File: src/rtl/nixie_pkg.sv
package nixie_pkg;
  localparam int NX_DIGIT_BITS = 4;
  localparam int NX_CATHODES   = 10;

  // One-hot cathode select for a BCD code; codes above 9 select nothing.
  function automatic logic [NX_CATHODES-1:0] bcd_to_cathode(
    input logic [NX_DIGIT_BITS-1:0] code,
    input logic                     en
  );
    logic [NX_CATHODES-1:0] sel;
    sel = '0;
    for (int n = 0; n < NX_CATHODES; n++) begin
      sel[n] = en && (code == NX_DIGIT_BITS'(n));
    end
    return sel;
  endfunction
endpackage

File: src/rtl/nx_input_sync.sv
module nx_input_sync #(
  parameter int WIDTH = 4,
  parameter int DEPTH = 2
) (
  input  logic             clk,
  input  logic             rst_n,
  input  logic [WIDTH-1:0] d,
  output logic [WIDTH-1:0] q
);
  logic [WIDTH-1:0] flop [DEPTH];

  genvar i;
  generate
    for (i = 0; i < DEPTH; i++) begin : g_flop
      if (i == 0) begin : g_first
        always_ff @(posedge clk) begin
          if (!rst_n) flop[0] <= '0;
          else        flop[0] <= d;
        end
      end else begin : g_next
        always_ff @(posedge clk) begin
          if (!rst_n) flop[i] <= '0;
          else        flop[i] <= flop[i-1];
        end
      end
    end
  endgenerate

  assign q = flop[DEPTH-1];
endmodule

File: src/rtl/nx_shift_chain.sv
module nx_shift_chain #(
  parameter int STAGES  = 4,
  parameter int STAGE_W = 8,
  localparam int CHAIN_W = STAGES * STAGE_W
) (
  input  logic               clk,
  input  logic               rst_n,
  input  logic               sclk_s,
  input  logic               din_s,
  output logic               sclk_rise,
  output logic               sclk_fall,
  output logic [CHAIN_W-1:0] chain,
  output logic               sout
);
  logic sclk_q;

  always_ff @(posedge clk) begin
    if (!rst_n) sclk_q <= 1'b0;
    else        sclk_q <= sclk_s;
  end

  assign sclk_rise = sclk_s & ~sclk_q;
  assign sclk_fall = ~sclk_s & sclk_q;

  genvar s;
  generate
    for (s = 0; s < STAGES; s++) begin : g_stage
      logic [STAGE_W-1:0] q;
      logic               feed;
      if (s == 0) begin : g_head
        assign feed = din_s;
      end else begin : g_tail
        assign feed = g_stage[s-1].q[STAGE_W-1];
      end
      always_ff @(posedge clk) begin
        if (!rst_n)         q <= '0;
        else if (sclk_rise) q <= {q[STAGE_W-2:0], feed};
      end
      assign chain[s*STAGE_W +: STAGE_W] = q;
    end
  endgenerate

  // Cascade output moves on the falling serial edge.
  always_ff @(posedge clk) begin
    if (!rst_n)         sout <= 1'b0;
    else if (sclk_fall) sout <= chain[CHAIN_W-1];
  end
endmodule

File: src/rtl/nx_hold_latch.sv
module nx_hold_latch #(
  parameter int WIDTH = 32
) (
  input  logic             clk,
  input  logic             rst_n,
  input  logic             load,
  input  logic [WIDTH-1:0] din,
  output logic [WIDTH-1:0] hold
);
  always_ff @(posedge clk) begin
    if (!rst_n)    hold <= '0;
    else if (load) hold <= din;
  end
endmodule

File: src/rtl/nx_digit_decode.sv
module nx_digit_decode
  import nixie_pkg::*;
(
  input  logic [NX_DIGIT_BITS-1:0] code,
  input  logic                     en,
  output logic [NX_CATHODES-1:0]   sel
);
  always_comb sel = bcd_to_cathode(code, en);
endmodule

File: src/rtl/nixie_score_rx.sv
module nixie_score_rx
  import nixie_pkg::*;
#(
  parameter int STAGES      = 4,
  parameter int STAGE_W     = 8,
  parameter int SYNC_STAGES = 2
) (
  input  logic clk,
  input  logic rst_n,
  input  logic ser_clk,
  input  logic ser_data,
  input  logic load_en,
  input  logic show_en,
  output logic [(STAGES*STAGE_W/NX_DIGIT_BITS)*NX_CATHODES-1:0] cathode,
  output logic ser_out
);
  localparam int CHAIN_W = STAGES * STAGE_W;
  localparam int DIGITS  = CHAIN_W / NX_DIGIT_BITS;

  // Named internal events, brought out for the checker.
  logic [3:0]         sync_q;
  logic               sclk_s, din_s, load_s, show_s;
  logic               sclk_rise, sclk_fall;
  logic [CHAIN_W-1:0] chain;
  logic [CHAIN_W-1:0] hold;

  nx_input_sync #(.WIDTH(4), .DEPTH(SYNC_STAGES)) sync_i (
    .clk  (clk),
    .rst_n(rst_n),
    .d    ({ser_clk, ser_data, load_en, show_en}),
    .q    (sync_q)
  );
  assign {sclk_s, din_s, load_s, show_s} = sync_q;

  nx_shift_chain #(.STAGES(STAGES), .STAGE_W(STAGE_W)) chain_i (
    .clk      (clk),
    .rst_n    (rst_n),
    .sclk_s   (sclk_s),
    .din_s    (din_s),
    .sclk_rise(sclk_rise),
    .sclk_fall(sclk_fall),
    .chain    (chain),
    .sout     (ser_out)
  );

  nx_hold_latch #(.WIDTH(CHAIN_W)) latch_i (
    .clk  (clk),
    .rst_n(rst_n),
    .load (load_s),
    .din  (chain),
    .hold (hold)
  );

  genvar d;
  generate
    for (d = 0; d < DIGITS; d++) begin : g_digit
      nx_digit_decode dec_i (
        .code(hold[d*NX_DIGIT_BITS +: NX_DIGIT_BITS]),
        .en  (show_s),
        .sel (cathode[d*NX_CATHODES +: NX_CATHODES])
      );
    end
  endgenerate
endmodule

File: config.mk
export PLATFORM = sky130hd
export DESIGN_NAME = nixie_score_rx
export DESIGN_NICKNAME = d
export VERILOG_FILES = /design/src/rtl/nixie_pkg.sv /design/src/rtl/nx_input_sync.sv /design/src/rtl/nx_shift_chain.sv /design/src/rtl/nx_hold_latch.sv /design/src/rtl/nx_digit_decode.sv /design/src/rtl/nixie_score_rx.sv
export SDC_FILE = /design/constraint.sdc
export NUM_CORES = 1
export LEC_CHECK = 0
export ABC_AREA = 1
export BUFFER_PORTS_ARGS = -buffer_cell sky130_fd_sc_hd__buf_2
export CORE_MARGIN = 1.5
export CORE_UTILIZATION = 40
export CTS_CLUSTER_DIAMETER = 60
export DETAILED_ROUTE_END_ITERATION = 10
export MAX_ROUTING_LAYER = met4
export PLACE_DENSITY = 0.74
export RECOVER_POWER = 100
export SETUP_SLACK_MARGIN = 0.3
export SLEW_MARGIN = 20
export SYNTH_ARGS = -nofsm -noshare
export SYNTH_HDL_FRONTEND = slang
export SYNTH_SLANG_ARGS = --single-unit
File: constraint.sdc
create_clock -name clk -period 2.1 [get_ports clk]
set_clock_uncertainty 0.2 [all_clocks]
set_input_delay 0.42 -clock clk [delete_from_list [all_inputs] [get_ports clk]]
set_output_delay 0.42 -clock clk [all_outputs]
set_load 0.05 [all_outputs]
# Yosys cells after proc, flatten, opt, wreduce, memory -nomap -nowiden
# Memory sizes are Yosys's and may differ from the RTL's.
# Index checks and enable logic that the tools add are counted.
# totals
ram_bits,8
romBits,0
reg_bits,66
n_memories,1
word_cells,178
latch_bits,0
# mem_list
name,words,word_bits,read_ports,rd_ports_with_merged_regs,write_ports,line_no,rtl
sync_i.flop,2,4,2,0,2,nx_input_sync.sv:10,logic [WIDTH-1:0] flop [DEPTH];
# classes
eq_ne,72
n_div,0
reduce_logical,88
magnitude_cmp,0
n_shift,0
n_addsub,0
n_mux,4
bitwise_logic,6
n_mul,0
# op_table
op,n
$eq 4x3->1 const B,32
$logic_and 1x1->1,80
$eq 4x2->1 const B,16
$eq 4x4->1 const B,16
$eq 4x1->1 const B,8
$logic_not 4->1,8
$mux 4,2
$and 1x1->1,2
$mux 1,2
$not 1->1,2
$or 1x1->1,2

# Logic depth before layout (Yosys ltp)
# depth
ltp_word,2
mapped_depth,6
ltp_nobuf,4

# Cells and area by module
# A second synthesis with hierarchy kept.
# hier_totals
hier_cells,622
hier_area_um2,3701.0
# modules_own_cells
module,cells_per_inst,area_each_um2,instances
nx_shift_chain,219,1460.2,1
nx_hold_latch,202,1335.0,1
nx_digit_decode,22,85.1,8
nx_input_sync,25,225.2,1

# Worst setup path before layout
# No wires, ideal clock.
# synth_path
path_kind,register -> output
startpoint,register latch_i.hold[29]
endpoint,output cathode[79]
slack_ns,-0.047
stages_incl_launch_ff,4
t_arrival_ns,1.527
cell_sequence,dfxtp_1 inv_1 nand2_1 nor3_1
# synth_between
elab_chain_cells,2
# synth_lines
element,line_no,rtl
"start, declared",nx_hold_latch.sv:8,output logic [WIDTH-1:0] hold
"start signal, assigned",nx_hold_latch.sv:12,else if (load) hold <= din;
$eq 4x4->1,nixie_pkg.sv:13,sel[n] = en && (code == NX_DIGIT_BITS'(n));
$logic_and 1x1->1,nixie_pkg.sv:13,
"end, declared",nixie_score_rx.sv:14,"output logic [(STAGES*STAGE_W/NX_DIGIT_BITS)*NX_CATHODES-1:0] cathode,"
# No other way between the ends.

==> results.tsv <==
stage	metric	value	unit
floorplanning	Die Area	9000	µm²
setup_path	CP Capture Point	cathode[14]	
clock_network	CTS buffer count	9	
placement	IO buf count	86	
layout	Layout Utilization	56.4	%
power	total power	3.03	mW
yosys	syn nets	533	
clock_network	clk_lat worst skew	350	ps
floorplanning	Initial Util	41.3	%
layout	layout cells sized above 1	33.1	%
placement	RePlAce Congestion	0.716	
setup_path	Req. time, crit path	1480	ps
floorplanning	Top Ports	87	
hold_path	HP Class	input pin to flip-flop	
route	DRT iter0 DRCs	136	
sta	count of pins over their slew limit	0	
global_routing	first-pass GRT wire length	13.2	mm
global_routing	total grt overflow	0	
route	DR vias/cell	4.79	
global_routing	pin count of the biggest net entering global routing	75	
clock_network	TritonCTS clock tree	yes	
yosys	synth warn	0	
route	drt drc	0	
sta	Hold Fails Final Rpt	0	
setup_path	CP Capture Type	primary output	
clock_network	Worst-path clk slew	70	ps
sta	fin crit period	2040	ps
setup_path	CP Data Arrival Time	1420	ps
route	Routed WL	8.83	mm
yosys	Synth area leaders	dfxtp_1 (44%), nor2_1 (18%), nand2_1 (10%)	
route	DRT Pass-1 Iters	4	
yosys	leading area contributor after synthesis	dfxtp_1	
layout	Design Area, Final	4610	µm²
power	VDD IR max	0.285	mV
sta	final worst-path cycle share	97.1	%
yosys	most instantiated cells after synthesis	nor2_1 (158), nand2_1 (91), dfxtp_1 (74)	
yosys	Post-synth EDFFs	0	
setup_path	Max stage delay on crit path	400	ps
floorplanning	die width	94.9	µm
route	detailed-route via count	3414	
yosys	area share of the largest cell type after synthesis	43.9	%
sta	RSZ-0062 raised after global routing	true	
floorplanning	die height	94.9	µm
setup_path	CP max stage cell	dfxtp_4	
clock_network	Clock Path Buffers	2	
setup_path	CP Launch Type	flip-flop	
global_routing	GRT Util Overall	19.1	%
yosys	Cell variety after synth	15	
yosys	syn_area_per_cell	6.40	µm²
sta	Worst-Margin Slew	1230	ps
outcome	status	complete, no violations	
sta	f_max	490	MHz
yosys	dominant synthesized flop cell	dfxtp_1	
clock_network	CTS Hold Bufs	0	
layout	nets	610	
route	Routed wire per std cell	12.4	µm
yosys	cell count after synthesis	527	
route	post-route ant nets	0	
floorplanning	num rows	33	
clock_network	post-CTS setup repair buffer count	0	
global_routing	vias in the first global route	3081	
setup_path	reg-to-reg slack, setup	540	ps
setup_path	Critical Path, Cell by Cell	clkbuf_16 > nand2_2 > nor2_2 > clkbuf_4	
yosys	synthesized area	3370	µm²
placement	placed cells	697	
clock_network	clk sink count	74	
sta	final setup fails	0	
yosys	#FFs+latches synth	74	
power	PwrDens	657	nW/µm²
power	leakage	1.97	nW
clock_network	root buffer cell	clkbuf_8	
yosys	count leader, synth	nor2_1	
setup_path	RR Startpoint	sync_i.flop[1][1]	
layout	Layout area overhead	36.7	%
setup_path	Crit. Startpoint	sync_i.flop[1][0]	
layout	non-filler instance count after layout	713	
clock_network	htree depth	3	
setup_path	worst reg2reg path depth	3	
placement	Placed Area	3850	µm²
yosys	sequential area share after synthesis	43.9	%
sta	Max transition margin	17.8	%
setup_path	kind of critical path	flip-flop to primary output	
setup_path	Reg-to-Reg End	latch_i.hold[25]	
global_routing	initial antenna violation count	0	
placement	Final HPWL DP	4.94	mm
setup_path	crit-path max FO	10	
yosys	post-synthesis async set-or-reset flop share	0	%
floorplanning	core area	8180	µm²
sta	Setup TNS	0	ps
layout	Diodes inserted	0	
flow_run	max cap viols	0	
==> worst max-delay path, delay by kind of cell, from the launching register on <==
kind	cells	cell delay [ps]
simple gates	2	240
buf+inv	2	430
flops	1	400
==> worst min path at each step <==
stage / cells after the start / start / to
finish: 3 / load_en / sync_i.flop[0][1]
detailed placement: 2 / sync_i.flop[0][2] / sync_i.flop[1][2]
CTS: 3 / ser_clk / sync_i.flop[0][3]
global placement: 2 / sync_i.flop[0][1] / sync_i.flop[1][1]
floorplan: 2 / sync_i.flop[0][0] / sync_i.flop[1][0]
global route: 3 / load_en / sync_i.flop[0][1]
==> report_power, final <==
part,switching (mW),internal (mW)
Clock,0.500,0.638
Combinational,0.252,0.113
Sequential,0.0550,1.47
Total,0.806,2.22
==> placed cells by master, fill, tap and decap left out, types with 3 or more instances in the layout <==
cell	count
buf_2	27
nand2_2	12
nand2_4	3
nand3_1	37
clkbuf_8	12
nand2_1	76
inv_2	4
a21oi_1	33
nor2_2	55
clkbuf_4	28
buf_6	20
o21ai_0	32
inv_1	65
clkbuf_2	4
buf_8	4
nor2_1	92
buf_4	7
dfxtp_1	70
nor2_4	12
dfxtp_2	3
nand3_2	3
==> what timing repair did <==
item	4_1_cts	5_1_grt
resized for setup	147	127
cloned	0	1
setup endpoints to repair	80	80
pin swaps	3	7
==> logic make-up (layout without fill, tap and decap cells) <==
logic type / Yosys count / after routing / share of synthesized area [%]
compound gates: 65 / 65 / 9.64
flops: 74 / 74 / 43.9
buf+inv: 96 / 177 / 12.2
simple gates: 292 / 292 / 34.3
==> through the flow <==
| step | hold WS [ps] | setup WS (ps) |
|---|---|---|
| CTS | 31.4 | 128 |
| global placement | 194 | 398 |
| floorplan | 190 | 203 |
| finish | 46.8 | 60.1 |
| detailed placement | 198 | 321 |
| global route | 52.5 | 35.2 |
==> routing by layer <==
layer,GRT usage [%],wire [µm],up-vias,share of wire (%)
li1,-,-,1763,-
met1,19.7,3650,1547,41
met2,34.8,4540,86,51
met3,3.22,446,18,5.0
met4,9.33,200,0,2.3
met5,-,0,-,0
==> registers in the layout, indices dropped and copies added, names as in the netlist <==
register           flops
chain_i.g_stage.q     32
chain_i.sout           1
latch_i.hold          32
sync_i.flop            8
chain_i.sclk_q         1
==> final cells by class <==
class | instances | area, µm²
multi-input combinational | 357 | 1780
sequential | 74 | 1490
tap | 105 | 131
timing repair buffer | 93 | 752
fill | 805 | 3560
clock buffer | 13 | 169
inverter | 69 | 259
clock inverter | 2 | 35.0
No activity file was read; power rests on OpenSTA's default activity.
